[config.mk]
export PLATFORM = sky130hd
export DESIGN_NAME = dram_init_seq
export DESIGN_NICKNAME = d
export VERILOG_FILES = /design/src/rtl/dram_init_pkg.sv /design/src/rtl/dram_init_dp.sv /design/src/rtl/dram_init_ctrl.sv /design/src/rtl/dram_init_seq.sv
export SDC_FILE = /design/constraint.sdc
export NUM_CORES = 1
export LEC_CHECK = 0
export ABC_AREA = 0
export ABC_CLOCK_PERIOD_IN_PS = 3180
export CAP_MARGIN = 10
export CORE_ASPECT_RATIO = 1.75
export CORE_MARGIN = 2
export CORE_UTILIZATION = 45
export DETAILED_ROUTE_END_ITERATION = 7
export PLACE_DENSITY = 0.71
export SLEW_MARGIN = 20
export SYNTH_ARGS = -nofsm -noshare
export SYNTH_HDL_FRONTEND = slang
export SYNTH_SLANG_ARGS = --single-unit
[constraint.sdc]
create_clock -name clk -period 3.18 [get_ports clk]
set_input_delay 0.477 -clock clk [delete_from_list [all_inputs] [get_ports clk]]
set_output_delay 0.477 -clock clk [all_outputs]
set_load 0.02 [all_outputs]
[src/rtl/dram_init_pkg.sv]
package dram_init_pkg;

  typedef enum logic [2:0] {
    CMD_NOP     = 3'd0,
    CMD_PREALL  = 3'd1,
    CMD_MRS     = 3'd2,
    CMD_EMRS    = 3'd3,
    CMD_REFRESH = 3'd4,
    CMD_ZQCAL   = 3'd5,
    CMD_NORMAL  = 3'd6,
    CMD_WRITE   = 3'd7
  } cmd_e;

  typedef enum logic [2:0] {
    K_CMD, K_WAIT, K_DLL_SET, K_DLL_CLR, K_OCD_SET, K_OCD_CLR, K_DONE
  } kind_e;

  // waitSel: 0 DDR2 power-up pause, 1 DDR3 power-up pause, 2 DDR3 DLL pause
  typedef struct packed {
    kind_e      kind;
    cmd_e       code;
    logic [2:0] bank;
    logic [1:0] waitSel;
  } step_t;

  typedef struct packed {
    logic       loadWait;
    logic [1:0] waitSel;
  } dpCtrl_t;

  localparam int STEP_W = 5;

  function automatic step_t mkStep(kind_e k, cmd_e c, logic [2:0] b, logic [1:0] w);
    step_t s;
    s.kind = k; s.code = c; s.bank = b; s.waitSel = w;
    return s;
  endfunction

  function automatic step_t cmdStep(cmd_e c, logic [2:0] b);
    return mkStep(K_CMD, c, b, 2'd0);
  endfunction

  function automatic step_t stepOf(logic isDdr3, logic [STEP_W-1:0] idx);
    step_t s;
    s = mkStep(K_DONE, CMD_NOP, 3'd0, 2'd0);
    if (!isDdr3) begin
      case (idx)
        5'd0:  s = cmdStep(CMD_NOP, 3'd0);
        5'd1:  s = mkStep(K_WAIT, CMD_NOP, 3'd0, 2'd0);
        5'd2:  s = cmdStep(CMD_NOP, 3'd0);
        5'd3:  s = cmdStep(CMD_PREALL, 3'd0);
        5'd4:  s = cmdStep(CMD_EMRS, 3'd2);
        5'd5:  s = cmdStep(CMD_EMRS, 3'd3);
        5'd6:  s = cmdStep(CMD_EMRS, 3'd1);
        5'd7:  s = mkStep(K_DLL_SET, CMD_NOP, 3'd0, 2'd0);
        5'd8:  s = cmdStep(CMD_MRS, 3'd0);
        5'd9:  s = cmdStep(CMD_PREALL, 3'd0);
        5'd10: s = cmdStep(CMD_REFRESH, 3'd0);
        5'd11: s = cmdStep(CMD_REFRESH, 3'd0);
        5'd12: s = mkStep(K_DLL_CLR, CMD_NOP, 3'd0, 2'd0);
        5'd13: s = cmdStep(CMD_MRS, 3'd0);
        5'd14: s = mkStep(K_OCD_SET, CMD_NOP, 3'd0, 2'd0);
        5'd15: s = cmdStep(CMD_EMRS, 3'd1);
        5'd16: s = mkStep(K_OCD_CLR, CMD_NOP, 3'd0, 2'd0);
        5'd17: s = cmdStep(CMD_EMRS, 3'd1);
        5'd18: s = cmdStep(CMD_NORMAL, 3'd0);
        5'd19: s = cmdStep(CMD_WRITE, 3'd0);
        default: ;
      endcase
    end else begin
      case (idx)
        5'd0:  s = cmdStep(CMD_NOP, 3'd0);
        5'd1:  s = mkStep(K_WAIT, CMD_NOP, 3'd0, 2'd1);
        5'd2:  s = cmdStep(CMD_NOP, 3'd0);
        5'd3:  s = cmdStep(CMD_EMRS, 3'd2);
        5'd4:  s = cmdStep(CMD_EMRS, 3'd3);
        5'd5:  s = cmdStep(CMD_EMRS, 3'd1);
        5'd6:  s = cmdStep(CMD_MRS, 3'd0);
        5'd7:  s = mkStep(K_WAIT, CMD_NOP, 3'd0, 2'd2);
        5'd8:  s = cmdStep(CMD_ZQCAL, 3'd0);
        5'd9:  s = cmdStep(CMD_NORMAL, 3'd0);
        5'd10: s = cmdStep(CMD_WRITE, 3'd0);
        default: ;
      endcase
    end
    return s;
  endfunction

endpackage

[src/rtl/dram_init_dp.sv]
module dram_init_dp
  import dram_init_pkg::*;
#(
  parameter int PRE_W       = 8,
  parameter int US_W        = 10,
  parameter int FIELD_W     = 2,
  parameter int POS_W       = 5,
  parameter int DDR2_PWR_US = 200,
  parameter int DDR3_PWR_US = 500,
  parameter int DDR3_DLL_US = 50
) (
  input  logic               clk,
  input  logic               rstN,
  input  dpCtrl_t            ctrl,
  input  logic [PRE_W-1:0]   usPrescale,
  input  logic [FIELD_W-1:0] colField,
  input  logic [FIELD_W-1:0] rowField,
  input  logic               interleave,
  input  logic               wideBus,
  output logic               waitDone,
  output logic [POS_W-1:0]   bankPos
);

  localparam logic [POS_W-1:0] COL_BASE = POS_W'(9);
  localparam logic [POS_W-1:0] ROW_BASE = POS_W'(11);

  logic [US_W-1:0]  usLeft;
  logic [PRE_W-1:0] subCnt;
  logic [US_W-1:0]  loadAmt;
  logic             usTick;
  logic [POS_W-1:0] rowTerm;
  logic [POS_W-1:0] busTerm;

  // a microsecond has elapsed once subCnt reaches prescale-1 (0 acts as 1)
  assign usTick = ({1'b0, subCnt} + 1'b1) >= {1'b0, usPrescale};

  always_comb begin
    case (ctrl.waitSel)
      2'd0:    loadAmt = US_W'(DDR2_PWR_US);
      2'd1:    loadAmt = US_W'(DDR3_PWR_US);
      2'd2:    loadAmt = US_W'(DDR3_DLL_US);
      default: loadAmt = '0;
    endcase
  end

  always_ff @(posedge clk) begin
    if (!rstN) begin
      usLeft <= '0;
      subCnt <= '0;
    end else if (ctrl.loadWait) begin
      usLeft <= loadAmt;
      subCnt <= '0;
    end else if (usLeft != '0) begin
      if (usTick) begin
        subCnt <= '0;
        usLeft <= usLeft - 1'b1;
      end else begin
        subCnt <= subCnt + 1'b1;
      end
    end
  end

  assign waitDone = (usLeft == '0);

  assign rowTerm = interleave ? '0 : (POS_W'(rowField) + ROW_BASE);
  assign busTerm = wideBus ? POS_W'(2) : POS_W'(1);
  assign bankPos = POS_W'(colField) + COL_BASE + rowTerm + busTerm;

endmodule

[src/rtl/dram_init_ctrl.sv]
module dram_init_ctrl
  import dram_init_pkg::*;
(
  input  logic       clk,
  input  logic       rstN,
  input  logic       start,
  input  logic       memIsDdr3,
  input  logic       cmdAck,
  input  logic       waitDone,
  output dpCtrl_t    dpCtrl,
  output logic       cmdValid,
  output logic [2:0] cmdCode,
  output logic [2:0] cmdBank,
  output logic       dllReset,
  output logic       ocdDefault,
  output logic       initDone
);

  typedef enum logic [2:0] {S_IDLE, S_STEP, S_ISSUE, S_ACK, S_DELAY, S_DONE} state_e;

  state_e            state;
  logic [STEP_W-1:0] stepIdx;
  logic              isDdr3Q;
  step_t             curStep;

  assign curStep = stepOf(isDdr3Q, stepIdx);

  always_ff @(posedge clk) begin
    if (!rstN) begin
      state      <= S_IDLE;
      stepIdx    <= '0;
      isDdr3Q    <= 1'b0;
      dllReset   <= 1'b0;
      ocdDefault <= 1'b0;
    end else begin
      case (state)
        S_IDLE: if (start) begin
          isDdr3Q <= memIsDdr3;
          stepIdx <= '0;
          state   <= S_STEP;
        end
        S_STEP: begin
          case (curStep.kind)
            K_CMD:     state <= S_ISSUE;
            K_WAIT:    state <= S_DELAY;
            K_DLL_SET: begin dllReset   <= 1'b1; stepIdx <= stepIdx + 1'b1; end
            K_DLL_CLR: begin dllReset   <= 1'b0; stepIdx <= stepIdx + 1'b1; end
            K_OCD_SET: begin ocdDefault <= 1'b1; stepIdx <= stepIdx + 1'b1; end
            K_OCD_CLR: begin ocdDefault <= 1'b0; stepIdx <= stepIdx + 1'b1; end
            default:   state <= S_DONE;
          endcase
        end
        S_ISSUE: begin
          if (cmdAck) begin
            stepIdx <= stepIdx + 1'b1;
            state   <= S_STEP;
          end else begin
            state   <= S_ACK;
          end
        end
        S_ACK: if (cmdAck) begin
          stepIdx <= stepIdx + 1'b1;
          state   <= S_STEP;
        end
        S_DELAY: if (waitDone) begin
          stepIdx <= stepIdx + 1'b1;
          state   <= S_STEP;
        end
        default: ;
      endcase
    end
  end

  assign dpCtrl.loadWait = (state == S_STEP) && (curStep.kind == K_WAIT);
  assign dpCtrl.waitSel  = curStep.waitSel;
  assign cmdValid        = (state == S_ISSUE);
  assign cmdCode         = curStep.code;
  assign cmdBank         = curStep.bank;
  assign initDone        = (state == S_DONE);

endmodule

[src/rtl/dram_init_seq.sv]
module dram_init_seq
  import dram_init_pkg::*;
#(
  parameter int PRE_W       = 8,
  parameter int US_W        = 10,
  parameter int FIELD_W     = 2,
  parameter int POS_W       = 5,
  parameter int DDR2_PWR_US = 200,
  parameter int DDR3_PWR_US = 500,
  parameter int DDR3_DLL_US = 50
) (
  input  logic               clk,
  input  logic               rstN,
  input  logic               start,
  input  logic               memIsDdr3,
  input  logic [PRE_W-1:0]   usPrescale,
  input  logic [FIELD_W-1:0] colField,
  input  logic [FIELD_W-1:0] rowField,
  input  logic               interleave,
  input  logic               wideBus,
  input  logic               cmdAck,
  output logic               cmdValid,
  output logic [2:0]         cmdCode,
  output logic [2:0]         cmdBank,
  output logic [POS_W-1:0]   bankPos,
  output logic               dllReset,
  output logic               ocdDefault,
  output logic               initDone
);

  dpCtrl_t dpCtrl;
  logic    waitDone;

  dram_init_ctrl u_ctrl (
    .clk        (clk),
    .rstN       (rstN),
    .start      (start),
    .memIsDdr3  (memIsDdr3),
    .cmdAck     (cmdAck),
    .waitDone   (waitDone),
    .dpCtrl     (dpCtrl),
    .cmdValid   (cmdValid),
    .cmdCode    (cmdCode),
    .cmdBank    (cmdBank),
    .dllReset   (dllReset),
    .ocdDefault (ocdDefault),
    .initDone   (initDone)
  );

  dram_init_dp #(
    .PRE_W       (PRE_W),
    .US_W        (US_W),
    .FIELD_W     (FIELD_W),
    .POS_W       (POS_W),
    .DDR2_PWR_US (DDR2_PWR_US),
    .DDR3_PWR_US (DDR3_PWR_US),
    .DDR3_DLL_US (DDR3_DLL_US)
  ) u_dp (
    .clk        (clk),
    .rstN       (rstN),
    .ctrl       (dpCtrl),
    .usPrescale (usPrescale),
    .colField   (colField),
    .rowField   (rowField),
    .interleave (interleave),
    .wideBus    (wideBus),
    .waitDone   (waitDone),
    .bankPos    (bankPos)
  );

endmodule

Word-level counts from Yosys, hierarchy flattened --
Cells that the tools add are included.
Cells by class: magnitude comparators 1, multiplexer cells 23, reduce and logical (&&, ||, !) cells 27, equal/unequal tests 37, $add $sub $neg 8, $mul 0, bitwise operators 1, divide/modulo/power cells 0, shift operators 0
Operators with widths (number):
- 11-bit one-hot mux with 14 select lines | 1
- 11-bit one-hot mux with 10 select lines | 1
- 5-bit by 4-bit equality test with 1-bit output (second input constant) | 8
- 10-bit two-way mux | 3
- 9-bit one-hot mux with 3 select lines | 1
- 5-bit two-way mux | 5
- 5-bit by 3-bit equality test with 1-bit output (second input constant) | 4
- 5-bit equality test (second input constant) | 4
- 5-bit one-hot mux with 4 select lines | 1
- 3-bit one-hot mux with 5 select lines | 1
- 3-bit by 2-bit equality test with 1-bit output (second input constant) | 4
- 3-bit equality test (second input constant) | 4
- 2-bit OR reduction | 6
- 11-bit two-way mux | 1
- 2-bit by 4-bit adder with 5-bit output (second input constant) | 2
- 5-bit adder | 2
- 5-bit by 2-bit equality test with 1-bit output (second input constant) | 2
- 10-bit logical NOT | 1
- 5-bit AND reduction | 2
- 10-bit nonzero test | 1
- 10-bit by 1-bit subtractor with 10-bit output (second input constant) | 1
- 8-bit by 1-bit adder with 9-bit output (second input constant) | 1
- 9-bit by 8-bit greater-or-equal comparator with 1-bit output | 1
- 3-bit two-way mux | 3
- 23 further kinds | 37
Storage, ports and cells: register bits after elaboration 29, bits in latches 0, memories 0, bits in read-only memories 0, bits in writable memories 0, word-level logic and storage cells 104

Logic depth before layout (Yosys ltp) --
word-level depth 8, gate-level depth with buffers 11

Hierarchy --
From an unflattened synthesis, not the netlist that was laid out.
Second synthesis, totals: cell total of the unflattened synthesis 362, area total of the unflattened synthesis 2791.4 µm²
Modules (own cells, without submodules):
- dram_init_dp | area an instance 1508.9 µm², times used 1, cells each 191, sequential area each 360.3 µm²
- dram_init_ctrl | area an instance 1282.5 µm², times used 1, cells each 171, sequential area each 220.2 µm²

Least setup slack after synthesis --
OpenSTA, ideal clock, no wires.
path type reg2out, start point reg u_ctrl.stepIdx[3], end point out cmdCode[1], arrival time 2.262 ns, stages on the path, launching flop included 12, path slack 0.441 ns, data required time 2.703 ns, cell sequence dfxtp_1 > clkbuf_2 > buf_2 > buf_1 > and3_1 > ha_1 > inv_1 > o221ai_1 > a31oi_1 > a31oi_1 > inv_1 > o22ai_1
On the way: longest elaborated chain between the ends 4, elaborated cells between the ends (all ways) 28
Ends and longest elaborated chain:
- start, declared | RTL line dram_init_ctrl.sv:22 | logic [STEP_W-1:0] stepIdx;
- start signal, assigned | RTL line dram_init_ctrl.sv:55 | stepIdx <= stepIdx + 1'b1;
- start signal, assigned | RTL line dram_init_ctrl.sv:62 | stepIdx <= stepIdx + 1'b1;
- start signal, assigned | RTL line dram_init_ctrl.sv:66 | stepIdx <= stepIdx + 1'b1;
- 5-bit by 4-bit equality test with 1-bit output (tied with other cells) | RTL line dram_init_pkg.sv:47 | case (idx)
- 3-bit OR reduction (no source line) / 2-bit OR reduction (equally long branches)
- 11-bit one-hot mux with 14 select lines / 11-bit one-hot mux with 10 select lines (equally long branches) | RTL line dram_init_pkg.sv:47, dram_init_pkg.sv:71
- 11-bit two-way mux * | RTL line dram_init_pkg.sv:46 | if (!isDdr3) begin
- end, declared | RTL line dram_init_seq.sv:23 | output logic [2:0] cmdCode,
Every way passes the cells marked *; elsewhere a longest branch is shown, timed or not.

Worst setup path after layout --
start point in interleave, end point out bankPos[4]
On the way: longest elaborated chain between the ends 3
Ends and longest elaborated chain:
- start, declared | RTL line dram_init_seq.sv:19 | input logic interleave,
- 5-bit two-way mux | RTL line dram_init_dp.sv:65 | assign rowTerm = interleave ? '0 : (POS_W'(rowField) + ROW_BASE);
- 5-bit adder (2 in series) | RTL line dram_init_dp.sv:67 | assign bankPos = POS_W'(colField) + COL_BASE + rowTerm + busTerm;
- end, declared | RTL line dram_init_seq.sv:25 | output logic [POS_W-1:0] bankPos,
No other way between the ends.

==> flow_metrics.env <==
export IMPL_drtIter0Drc=110
export IMPL_vias_per_cell=5.83
export IMPL_tightest_slew_ns=0.551
export IMPL_cts_tree="yes"
export IMPL_synth_enable_flop_cells=0
export IMPL_layout_drive_gt1_share_pct=15.2
export IMPL_fmax_mhz=330
export IMPL_netlist_top_cells_area="dfxtp_1, ha_1, a21oi_1"
export IMPL_critPathCaptureType="output pin"
export IMPL_fp_dieW_um=63.2
export IMPL_clk_pin_slew_ns=0.06
export IMPL_worst_ep_arrival_time_ns=2.55
export IMPL_drv_cap=0
export IMPL_synth_seq_area_share_pct=21.0
export IMPL_ant_nets=0
export IMPL_ff_latch_area_um2=583
export IMPL_routed_wl_mm=7.38
export IMPL_clk_insertion_delay_late_ns=0.28
export IMPL_yosys_warnings=0
export IMPL_async_flop_share_pct=0
export IMPL_initial_utilization_pct=46.6
export IMPL_ys_ff_latch=29
export IMPL_p_total_mw=1.86
export IMPL_status="finished, final reports clean"
export IMPL_period_needed_ns=3.03
export IMPL_grt_pass1_wl_mm=12.5
export IMPL_setup_viol=0
export IMPL_die_height_um=108
export IMPL_hpwl_mm=5.76
export IMPL_clockBufferDepth=2
export IMPL_vias=2868
export IMPL_hold_slack_ns=0.465
export IMPL_final_util_pct=57.9
export IMPL_cp_data_required_time_ns=2.70
export IMPL_hp_class="flip-flop to flip-flop"
export IMPL_cts_sinks=29
export IMPL_antennaDiodeCount=0
export IMPL_fin_skew_ns=0.00410
export IMPL_yosysTopAreaCell="dfxtp_1"
export IMPL_route_detailed_wl_per_inst_um=15.0
export IMPL_cts_root_buf="clkbuf_8"
export IMPL_grt_antenna_before_repair=0
export IMPL_row_count=37
export IMPL_first_global_vias=2876
export IMPL_ys_flop_type="dfxtp_1"
export IMPL_die_area_mm2=0.00680
export IMPL_slew_headroom_pct=63.3
export IMPL_power_density_mw_per_mm2=541
export IMPL_worst_path_max_fanout=4
export IMPL_area_delta_synth_final_pct=24.3
export IMPL_synth_commonest_cells="nor2_1, inv_1, dfxtp_1, a21oi_1, ha_1"
export IMPL_cts_buffers=5
export IMPL_syn_area_mm2=0.00276
export IMPL_path_delay_family="adder cells"
export IMPL_gp_congestion=0.885
export IMPL_critPathLaunchType="input port"
export IMPL_hold_buffers=0
export IMPL_synth_nets=415
export IMPL_drv_slew=0
export IMPL_crit_chain="clkdlybuf4s50_1 -> or2_2 -> ha_1 -> inv_1 -> ha_1 -> inv_1 -> fa_2 -> nand2b_1 -> nand3b_1 -> buf_6"
export IMPL_h_tree_depth=2
export IMPL_synth_distinct_cells=67
export IMPL_grt_overflow=0
export IMPL_grt_max_degree=21
export IMPL_slowest_delay_ns=0.47
export IMPL_finalCritPeriodShare_pct=95.3
export IMPL_critical_path_class="input port to output pin"
export IMPL_setup_tns_ns=0
export IMPL_cp_slowest_cell="clkdlybuf4s50_1"
export IMPL_drc_errors=0
export IMPL_fill_cells=605
export IMPL_multi_input_area_mm2=0.00203
export IMPL_crit_buf_inv=4
export IMPL_synthCells=369
export IMPL_final_nets=459
export IMPL_hold_viol_final=0
export IMPL_syn_area_per_cell_um2=7.48
export IMPL_grt_total_usage_pct=22.5
export IMPL_io_pins=34
export IMPL_yosysMostFrequentCell="nor2_1"
export IMPL_dr_pass1_iters=4
export IMPL_leakage_nw=1.43
export IMPL_portBuffers=32
export IMPL_core_mm2=0.00593
export IMPL_rsz0062_at_grt="no"
export IMPL_ir_worst_vdd_mv=0.248
export IMPL_yosys_area_top_type_share_pct=21.0
[logic make-up (layout without fill, tap and decap cells)]
family | Yosys count | after routing | synth area share (%)
AOI/OAI and AO/OA | 96 | 96 | 22.9
xor gates and xnor gates | 15 | 15 | 4.76
adders and majority gates | 27 | 27 | 12.8
buffers and inverters | 51 | 96 | 7.48
DFF | 29 | 29 | 21.0
muxes | 8 | 8 | 3.13
other | 1 | 1 | 0.136
and+or+nand+nor | 142 | 142 | 27.7
[layer usage]
metal	track usage, %	share of wire (%)	vias up
met3	1.67	3.0	14
met4	9.63	2.2	0
met5	0	0	-
li1	-	-	1416
met2	47.0	59	76
met1	21.5	36	1362
[final timing paths]
| path | start | endpoint | slack, ns | cells past startpoint |
|---|---|---|---|---|
| max | interleave | bankPos[4] | 0.15 | 10 |
| min reg2reg | u_ctrl.ocdDefault$_SDFFE_PN0P_ | u_ctrl.ocdDefault$_SDFFE_PN0P_ | 0.47 | 2 |
| min | u_ctrl.ocdDefault$_SDFFE_PN0P_ | u_ctrl.ocdDefault$_SDFFE_PN0P_ | 0.47 | 2 |
| max reg2reg | u_dp.subCnt[4]$_SDFFE_PP0N_ | u_dp.subCnt[5]$_SDFFE_PP0N_ | 0.24 | 11 |
[power by group]
part	leakage, nW	switching (mW)	internal [mW]	total, mW
clock	0.0450	0.140	0.151	0.291
sequential	0.236	0.0899	0.414	0.504
combinational	1.15	0.595	0.465	1.06
[metrics by stage]
stage	cell area [um^2]	instances	worst slack, ns
CTS	3360	489	0.0133
finish	3430	492	0.149
detailed placement	3270	481	-0.588
global route	3430	492	0.00126
global placement	3270	481	-0.498
floorplan	2760	369	0.441
[sequential cells by signal, indices dropped and copies added (netlist names)]
signal             cells
u_ctrl.dllReset        1
u_ctrl.ocdDefault      1
u_dp.usLeft           10
u_ctrl.isDdr3Q         1
u_ctrl.state           3
u_dp.subCnt            8
u_ctrl.stepIdx         5
[worst register-to-register path: stages (launching register included)]
cell and delay (ns):
dfxtp_1 0.39, and3_1 0.19, and3_1 0.19, nand3_1 0.13, xnor2_2 0.17, ha_1 0.32
a21oi_1 0.15, o21ai_0 0.12, a31o_2 0.30, or2_2 0.30, or4_1 0.47, a21oi_1 0.15
[placed cells by master, fill, tap and decap left out, types with 5 or more instances in the layout]
| cell type | Yosys | final |
|---|---|---|
| o21ai_0 | 21 | 21 |
| nand3_1 | 21 | 21 |
| inv_1 | 30 | 30 |
| or3_1 | 9 | 9 |
| buf_4 | 2 | 25 |
| nand4_1 | 5 | 5 |
| dfxtp_1 | 29 | 27 |
| nand2_1 | 21 | 21 |
| mux2i_1 | 6 | 5 |
| nand2b_1 | 7 | 7 |
| xnor2_1 | 11 | 10 |
| clkbuf_8 | 0 | 5 |
| a31oi_1 | 7 | 6 |
| nor3_1 | 15 | 15 |
| clkdlybuf4s50_1 | 0 | 23 |
| ha_1 | 25 | 22 |
| nor2_1 | 31 | 29 |
| or4_1 | 6 | 6 |
| a21oi_1 | 27 | 26 |
[layout make-up]
cell class,count,share of cell area (%)
inverters,30,3.28
clock inverters,2,0.292
flip-flops and latches,29,17.0
clock buffers,6,2.12
multi-input cells,289,59.3
repair buffers,58,15.1
well taps,78,2.85
[timing repair]
item | 4_1_cts | 5_1_grt
hold endpoints to repair | 0 | 0
pin swaps | 8 | 1
resized for setup | 28 | 11
setup buffers | 0 | 3
endpoints found under the setup margin | 7 | 4
Note: power is estimated with default switching activity, not from simulation.
